--- config.mk ---
export PLATFORM = sky130hd
export DESIGN_NAME = sp_bank
export DESIGN_NICKNAME = d
export VERILOG_FILES = /design/src/rtl/sp_pkg.sv /design/src/rtl/sp_decode.sv /design/src/rtl/sp_pair.sv /design/src/rtl/sp_rsp.sv /design/src/rtl/sp_bank.sv
export SDC_FILE = /design/constraint.sdc
export NUM_CORES = 2
export LEC_CHECK = 0
export BUFFER_PORTS_ARGS = -buffer_cell sky130_fd_sc_hd__buf_2
export CAP_MARGIN = 20
export CORE_ASPECT_RATIO = 1.2
export CORE_MARGIN = 8
export CORE_UTILIZATION = 65
export CTS_BUF_LIST = sky130_fd_sc_hd__clkbuf_8
export DETAILED_ROUTE_END_ITERATION = 12
export HOLD_SLACK_MARGIN = 0.02
export PLACE_DENSITY = 0.82
export SYNTH_ARGS = -nofsm -noshare
export SYNTH_HDL_FRONTEND = slang
export SYNTH_SLANG_ARGS = --single-unit
--- constraint.sdc ---
create_clock -name clk -period 5.55 [get_ports clk]
set_input_delay 0.555 -clock clk [delete_from_list [all_inputs] [get_ports clk]]
set_output_delay 0.555 -clock clk [all_outputs]
set_load 0.05 [all_outputs]
--- src/rtl/sp_pkg.sv ---
package sp_pkg;
  localparam int DATA_W = 32;

  typedef enum logic {
    REG_DATA = 1'b0,
    REG_CTRL = 1'b1
  } region_e;

  typedef struct packed {
    region_e    region;
    logic       is_status;
    logic       is_data;
    logic [7:0] idx;
  } acc_t;
endpackage

--- src/rtl/sp_decode.sv ---
module sp_decode
  import sp_pkg::*;
#(
  parameter int TID_W     = 2,
  parameter int MSG_WORDS = 15,
  localparam int ADDR_W   = 13 + TID_W
) (
  input  logic [ADDR_W-1:0] addr,
  output logic [TID_W-1:0]  tid,
  output acc_t              dec
);
  logic [9:0] off;
  logic       aligned;

  always_comb begin
    off           = addr[11:2];
    aligned       = (addr[1:0] == 2'b00);
    tid           = addr[12 +: TID_W];
    dec.region    = region_e'(addr[12+TID_W]);
    dec.is_status = aligned && (off == 10'd0);
    dec.is_data   = aligned && (off != 10'd0) && (off <= 10'(MSG_WORDS));
    dec.idx       = dec.is_data ? 8'(off - 10'd1) : 8'd0;
  end
endmodule

--- src/rtl/sp_pair.sv ---
module sp_pair
  import sp_pkg::*;
#(
  parameter int MSG_WORDS  = 15,
  parameter int FIFO_DEPTH = 2,
  parameter int CNT_W      = 8,
  parameter bit SWAP       = 1'b0
) (
  input  logic              clk,
  input  logic              rst_n,
  input  logic              acc,
  input  logic              we,
  input  logic              lsel,
  input  acc_t              dec,
  input  logic [DATA_W-1:0] wdata,
  output logic [DATA_W-1:0] rdata,
  output logic [1:0]        irq
);
  localparam int TX_L  = SWAP ? 1 : 0;
  localparam int RX_L  = 1 - TX_L;
  localparam int PTR_W = (FIFO_DEPTH > 1) ? $clog2(FIFO_DEPTH) : 1;
  localparam int IDX_W = (MSG_WORDS > 1) ? $clog2(MSG_WORDS) : 1;
  localparam int LAST  = MSG_WORDS - 1;

  logic [DATA_W-1:0] mem [FIFO_DEPTH][MSG_WORDS];
  logic [PTR_W-1:0]  wr_ptr, rd_ptr;
  logic [CNT_W-1:0]  credit, pending;
  logic [1:0]        err;

  logic on_tx, data_acc, tx_wr, rx_rd, is_last, has_credit, has_msg;
  logic commit, consume, bad_commit, bad_consume;

  function automatic logic [PTR_W-1:0] ptr_next(input logic [PTR_W-1:0] p);
    return (p == PTR_W'(FIFO_DEPTH - 1)) ? '0 : p + PTR_W'(1);
  endfunction

  always_comb begin
    on_tx       = (lsel == 1'(TX_L));
    data_acc    = acc && (dec.region == REG_DATA) && dec.is_data;
    tx_wr       = data_acc && we && on_tx;
    rx_rd       = data_acc && !we && !on_tx;
    is_last     = (dec.idx == 8'(LAST));
    has_credit  = (credit != '0);
    has_msg     = (pending != '0);
    commit      = tx_wr && is_last && has_credit;
    bad_commit  = tx_wr && is_last && !has_credit;
    consume     = rx_rd && is_last && has_msg;
    bad_consume = rx_rd && is_last && !has_msg;
  end

  // message storage: words land straight in the tail slot while credit exists
  always_ff @(posedge clk) begin
    if (tx_wr && has_credit) mem[wr_ptr][dec.idx[IDX_W-1:0]] <= wdata;
  end

  always_ff @(posedge clk) begin
    if (!rst_n) begin
      wr_ptr  <= '0;
      rd_ptr  <= '0;
      credit  <= CNT_W'(FIFO_DEPTH);
      pending <= '0;
      err     <= '0;
    end else begin
      if (commit) begin
        wr_ptr  <= ptr_next(wr_ptr);
        credit  <= credit - CNT_W'(1);
        pending <= pending + CNT_W'(1);
      end else if (consume) begin
        rd_ptr  <= ptr_next(rd_ptr);
        pending <= pending - CNT_W'(1);
        credit  <= credit + CNT_W'(1);
      end
      if (bad_commit)  err[TX_L] <= 1'b1;
      if (bad_consume) err[RX_L] <= 1'b1;
    end
  end

  always_comb begin
    rdata = '0;
    if (dec.region == REG_CTRL) begin
      if (dec.is_status) rdata = {!on_tx, 31'b0};
    end else if (dec.is_status) begin
      rdata = {err[lsel], {(31-CNT_W){1'b0}}, on_tx ? credit : pending};
    end else if (dec.is_data && !on_tx && has_msg) begin
      rdata = mem[rd_ptr][dec.idx[IDX_W-1:0]];
    end
  end

  always_comb begin
    irq       = '0;
    irq[RX_L] = has_msg;
  end

  // credits and pending messages always sum to the FIFO depth
  a_r3_conserve: assert property (@(posedge clk) disable iff (!rst_n)
    ({1'b0, credit} + {1'b0, pending}) == (CNT_W+1)'(FIFO_DEPTH));
  a_r6_no_overflow: assert property (@(posedge clk) disable iff (!rst_n)
    pending <= CNT_W'(FIFO_DEPTH));
  a_r5_irq_after_commit: assert property (@(posedge clk) disable iff (!rst_n)
    commit |=> irq[RX_L]);
  a_r8_err_tx_sticky: assert property (@(posedge clk) disable iff (!rst_n)
    err[TX_L] |=> err[TX_L]);
  a_r8_err_rx_sticky: assert property (@(posedge clk) disable iff (!rst_n)
    err[RX_L] |=> err[RX_L]);
  a_r7_underflow_keeps_count: assert property (@(posedge clk) disable iff (!rst_n)
    bad_consume |=> !irq[RX_L]);
endmodule

--- src/rtl/sp_rsp.sv ---
module sp_rsp
  import sp_pkg::*;
(
  input  logic              clk,
  input  logic              rst_n,
  input  logic              load,
  input  logic [DATA_W-1:0] din,
  input  logic              rsp_ready,
  output logic              rsp_valid,
  output logic [DATA_W-1:0] rsp_rdata,
  output logic              take_ok
);
  assign take_ok = !rsp_valid || rsp_ready;

  always_ff @(posedge clk) begin
    if (!rst_n) begin
      rsp_valid <= 1'b0;
      rsp_rdata <= '0;
    end else if (load) begin
      rsp_valid <= 1'b1;
      rsp_rdata <= din;
    end else if (rsp_ready) begin
      rsp_valid <= 1'b0;
    end
  end

  a_r9_hold: assert property (@(posedge clk) disable iff (!rst_n)
    (rsp_valid && !rsp_ready) |=> (rsp_valid && $stable(rsp_rdata)));
  a_r9_load_valid: assert property (@(posedge clk) disable iff (!rst_n)
    load |=> rsp_valid);
endmodule

--- src/rtl/sp_bank.sv ---
module sp_bank
  import sp_pkg::*;
#(
  parameter int          NUM_PAIRS  = 2,
  parameter int          MSG_WORDS  = 15,
  parameter int          FIFO_DEPTH = 2,
  parameter int          CNT_W      = 8,
  parameter int unsigned PAIR_SWAP  = 32'h2
) (
  input  logic                                 clk,
  input  logic                                 rst_n,
  input  logic                                 req_valid,
  output logic                                 req_ready,
  input  logic                                 req_write,
  input  logic [12+$clog2(2*NUM_PAIRS):0]      req_addr,
  input  logic [31:0]                          req_wdata,
  output logic                                 rsp_valid,
  input  logic                                 rsp_ready,
  output logic [31:0]                          rsp_rdata,
  output logic [2*NUM_PAIRS-1:0]               rx_irq
);
  localparam int NUM_THREADS = 2 * NUM_PAIRS;
  localparam int TID_W       = $clog2(NUM_THREADS);

  logic [TID_W-1:0]  tid, pidx;
  acc_t              dec;
  logic              acc;
  logic [DATA_W-1:0] pair_rd [NUM_PAIRS];
  logic [DATA_W-1:0] rd_mux;

  sp_decode #(.TID_W(TID_W), .MSG_WORDS(MSG_WORDS)) u_dec (
    .addr(req_addr), .tid(tid), .dec(dec)
  );

  assign acc  = req_valid && req_ready;
  assign pidx = tid >> 1;

  for (genvar p = 0; p < NUM_PAIRS; p++) begin : g_pair
    sp_pair #(
      .MSG_WORDS(MSG_WORDS), .FIFO_DEPTH(FIFO_DEPTH), .CNT_W(CNT_W),
      .SWAP(((PAIR_SWAP >> p) & 32'd1) != 0)
    ) u_pair (
      .clk(clk), .rst_n(rst_n),
      .acc(acc && (pidx == TID_W'(p))),
      .we(req_write), .lsel(tid[0]), .dec(dec), .wdata(req_wdata),
      .rdata(pair_rd[p]), .irq(rx_irq[2*p +: 2])
    );
  end

  always_comb begin
    rd_mux = '0;
    for (int p = 0; p < NUM_PAIRS; p++)
      if (pidx == TID_W'(p)) rd_mux = pair_rd[p];
  end

  sp_rsp u_rsp (
    .clk(clk), .rst_n(rst_n), .load(acc),
    .din(req_write ? '0 : rd_mux),
    .rsp_ready(rsp_ready), .rsp_valid(rsp_valid),
    .rsp_rdata(rsp_rdata), .take_ok(req_ready)
  );
endmodule

==> run metrics <==
status=completed; area delta synth->final=11.81%; DR iter-0 viols=6055; WP data arrival=~5 ns; Die X=approximately 330 um; family with the most delay on the worst path=simple AND/OR/NAND/NOR gates; CTS tree=yes; post-synth cell types=73; CP max-delay cell=nand3_1; Yosys top cell area share=0.7321; CP peak stage delay=slightly below 0.6 ns; proportion of layout cells with a drive suffix above 1=0.1494; Setup crit start kind=flip-flop; buffer and inverter count on the worst path=1; Total Routing Usage GR=0.2845; leading area contributor after synthesis=edfxtp_1; layout filler cell count=6832; initial core utilization=0.6516; die height=397.3 um; # IOs=90; Peak supply drop=247.3 uV; clock power share=0.393; element type at the critical path end=flip-flop; CTS buffer count=306; cts repair resizes=0; DRC=0; largest net degree at the start of global routing=between 100 and 150; Synth Flop Type=edfxtp_1; Syn Area/Cell=17.11 um2; initial antenna violation count=12; DR vias=44710; Post-synth EDFFs=~1900; Worst Hold Class=input pin to flip-flop; Seq/Total Area, Yosys=0.7512; post-route antenna net violation count=0; Final Core Density=0.7285; Die ar.=approximately 130000 um2; most frequent cells in the layout=edfxtp_1, mux2i_1, clkbuf_8; Switching Fraction=0.2032; Logic pwr share=0.014; row count=140; Slew Viols, Final=0; hpwl dp=between 100000 and 150000 um; Setup TNS=0 ns; final wirelength=a little under 200000 um; TritonRoute pass-1 iters=7; asr flop ratio synth=0; main area contributors after synthesis=edfxtp_1, mux2i_1, a22oi_1, dfxtp_1, a21oi_1; crit-path cells=nand2b_1 -> nand4_1 -> nor3_1 -> nand3_1 -> inv_2 -> ha_1 -> nor2b_1 -> o21ai_0 -> a21boi_0 -> o21a_1 -> o21ai_0 -> or3b_1 -> a21oi_1; CP required=approximately 6.4 ns; TritonCTS Sinks=~2000; flops & latches, synth=1995; crit share post-route=0.7306; synth warn=0; Core Area=between 100000 and 150000 um2; clk buf depth=4; placed insts=around 6100; drt wl/cell=~29 um; max-cap viol count=0; Tmin final=between 4 and 5 ns; vias per cell=around 6.7; CTS root buffer=clkbuf_8; Non-Filler Instances=6678; crit-path max FO=12; vias in the first global route=~45000; Switching Power=roughly 5.6 mW; sequential power share=0.593; PD cells=315.5 nW/um2; first-pass GRT wire length=281300 um; gr ovfl total=0; Cell Area, Synth=about 79000 um2; Setup CP Type=flip-flop to flip-flop; Slew headroom=0.2088; htree depth=5; final setup fails=0; highest clock rate=approximately 0.25 GHz; most common cell after layout, fill and taps aside=edfxtp_1; Pint=around 22 mW; gate count after technology mapping=approximately 4600; I/O Buffers=a little under 90; Slew @ Worst Pin=~1.2 ns; Placer Congestion=a little under 0.9; Final Hold Violating Endpoints=0; Final nets=approximately 5000; clk_lat worst skew=~0.97 ns; leakage power=roughly 27 nW; Most Frequent Cell on Critical Path=o21ai_0; unrepaired setup endpoints after global routing=no; worst clock skew=between 0.05 and 0.06 ns; clk slew on worst S/H paths=~0.060 ns
==> per-layer routing <==
layer | up-vias | GRT usage | part of all wire
met1 | 22380 | 0.3606 | 0.36
met5 | - | 0 | 0.000067
met3 | 478 | 0.06821 | 0.11
met2 | 2768 | 0.4676 | 0.49
met4 | 2 | 0.1319 | 0.042
li1 | 19080 | - | -
==> logic make-up after synthesis <==
logic type | synth area share
AO/OA/AOI/OAI | 0.07629
XOR/XNOR | 0.002669
adder cells (fa/ha/maj) | 0.005148
buffers and inverters | 0.01581
flip-flops | 0.7512
multiplexers | 0.1226
other | 0.00004762
AND/OR/NAND/NOR | 0.02625
==> worst register-to-register path: cells and delay by family (launching register included) <==
kind / cells / cell delay, ns
DFF: 1 / 0.31
AOI/OAI and AO/OA: 5 / 0.79
adders and majority gates: 1 / 0.32
and+or+nand+nor: 6 / 2.15
buffers and inverters: 1 / 0.42
==> state kept, by name, indices dropped and copies added, names as in the netlist, named ones only <==
register               cells
u_rsp.rsp_valid            1
g_pair.u_pair.credit      16
g_pair.u_pair.mem       1920
g_pair.u_pair.wr_ptr       2
u_rsp.rsp_rdata           32
g_pair.u_pair.err          4
g_pair.u_pair.rd_ptr       2
g_pair.u_pair.pending     16
==> layout make-up <==
type | instances | area (um2) | share of cell area
timing repair buffer | 269 | 2537 | 0.02882
antenna | 8 | 20.02 | 0.0002274
multi-input combinational | 2301 | 18910 | 0.2147
tap | 1562 | 1954 | 0.02220
inverter | 25 | 93.84 | 0.001066
clock buffer | 323 | 4446 | 0.05049
clock inverter | 195 | 929.6 | 0.01056
sequential | 1995 | 59160 | 0.6719
==> power by group through the flow <==
stage,Clock [mW],Sequential [mW],Combinational (mW)
6_report,10.9,16.5,0.388
2_1_floorplan,0,16.8,0.0590
5_1_grt,11.7,16.5,0.408
3_3_place_gp,0,16.8,0.321
4_1_cts,11.0,16.5,0.341
3_5_place_dp,0,16.8,0.338
==> timing repair <==
| item | in CTS | in global routing |
|---|---|---|
| hold buffers | 3 | 15 |
| endpoints found under the hold margin | 11 | 140 |
| setup buffers | 0 | 0 |
==> metrics by stage <==
stage                     total power, mW  cell area, um2  hold WS [ns]  setup slack (ns)
after CTS                           27.84           87410       0.09798             1.467
after global routing                28.55           88040        0.1758             1.096
after detailed placement            17.15           82000        0.4585            0.5753
after floorplan                     16.87           78760        0.4349            0.5284
final                               27.78           88050        0.1881             1.495
after global placement              17.13           81920        0.4417            0.6844
==> Yosys cell counts (6+ instances only) <==
master,instances
a222oi_1,37
a22o_1,26
o211ai_1,6
or4_1,15
o21a_1,6
mux2i_1,894
a32oi_1,65
o21ai_0,78
clkbuf_1,141
a211oi_1,35
or3_1,17
a22oi_1,227
a2111oi_0,27
nor2b_1,28
mux4_2,7
ha_1,26
nand2_1,156
nand3_1,14
xnor2_1,23
o21bai_1,8
dfxtp_1,75
buf_1,85
a21o_1,21
inv_1,22
nand4_1,6
nand2b_1,10
o31ai_1,6
buf_2,53
nor4_1,19
o2111ai_1,18
mux2_2,49
nor3_1,13
and2_1,7
nor2_1,116
edfxtp_1,1920
a21oi_1,258
a221oi_1,10
==> final timing paths <==
kind                                              from  slack (ns)                                       to  depth (start not counted)
setup / recovery          u_rsp.rsp_valid$_SDFFE_PN0P_        1.49  g_pair[0].u_pair.credit[6]$_SDFFE_PN0P_                         13
hold / removal                               rsp_ready        0.19             u_rsp.rsp_valid$_SDFFE_PN0P_                          3
setup reg to reg          u_rsp.rsp_valid$_SDFFE_PN0P_        1.49  g_pair[0].u_pair.credit[6]$_SDFFE_PN0P_                         13
hold reg to reg   g_pair[0].u_pair.err[0]$_SDFFE_PN0P_        0.47     g_pair[0].u_pair.err[0]$_SDFFE_PN0P_                          1
No activity file was read; power rests on OpenSTA's default activity.
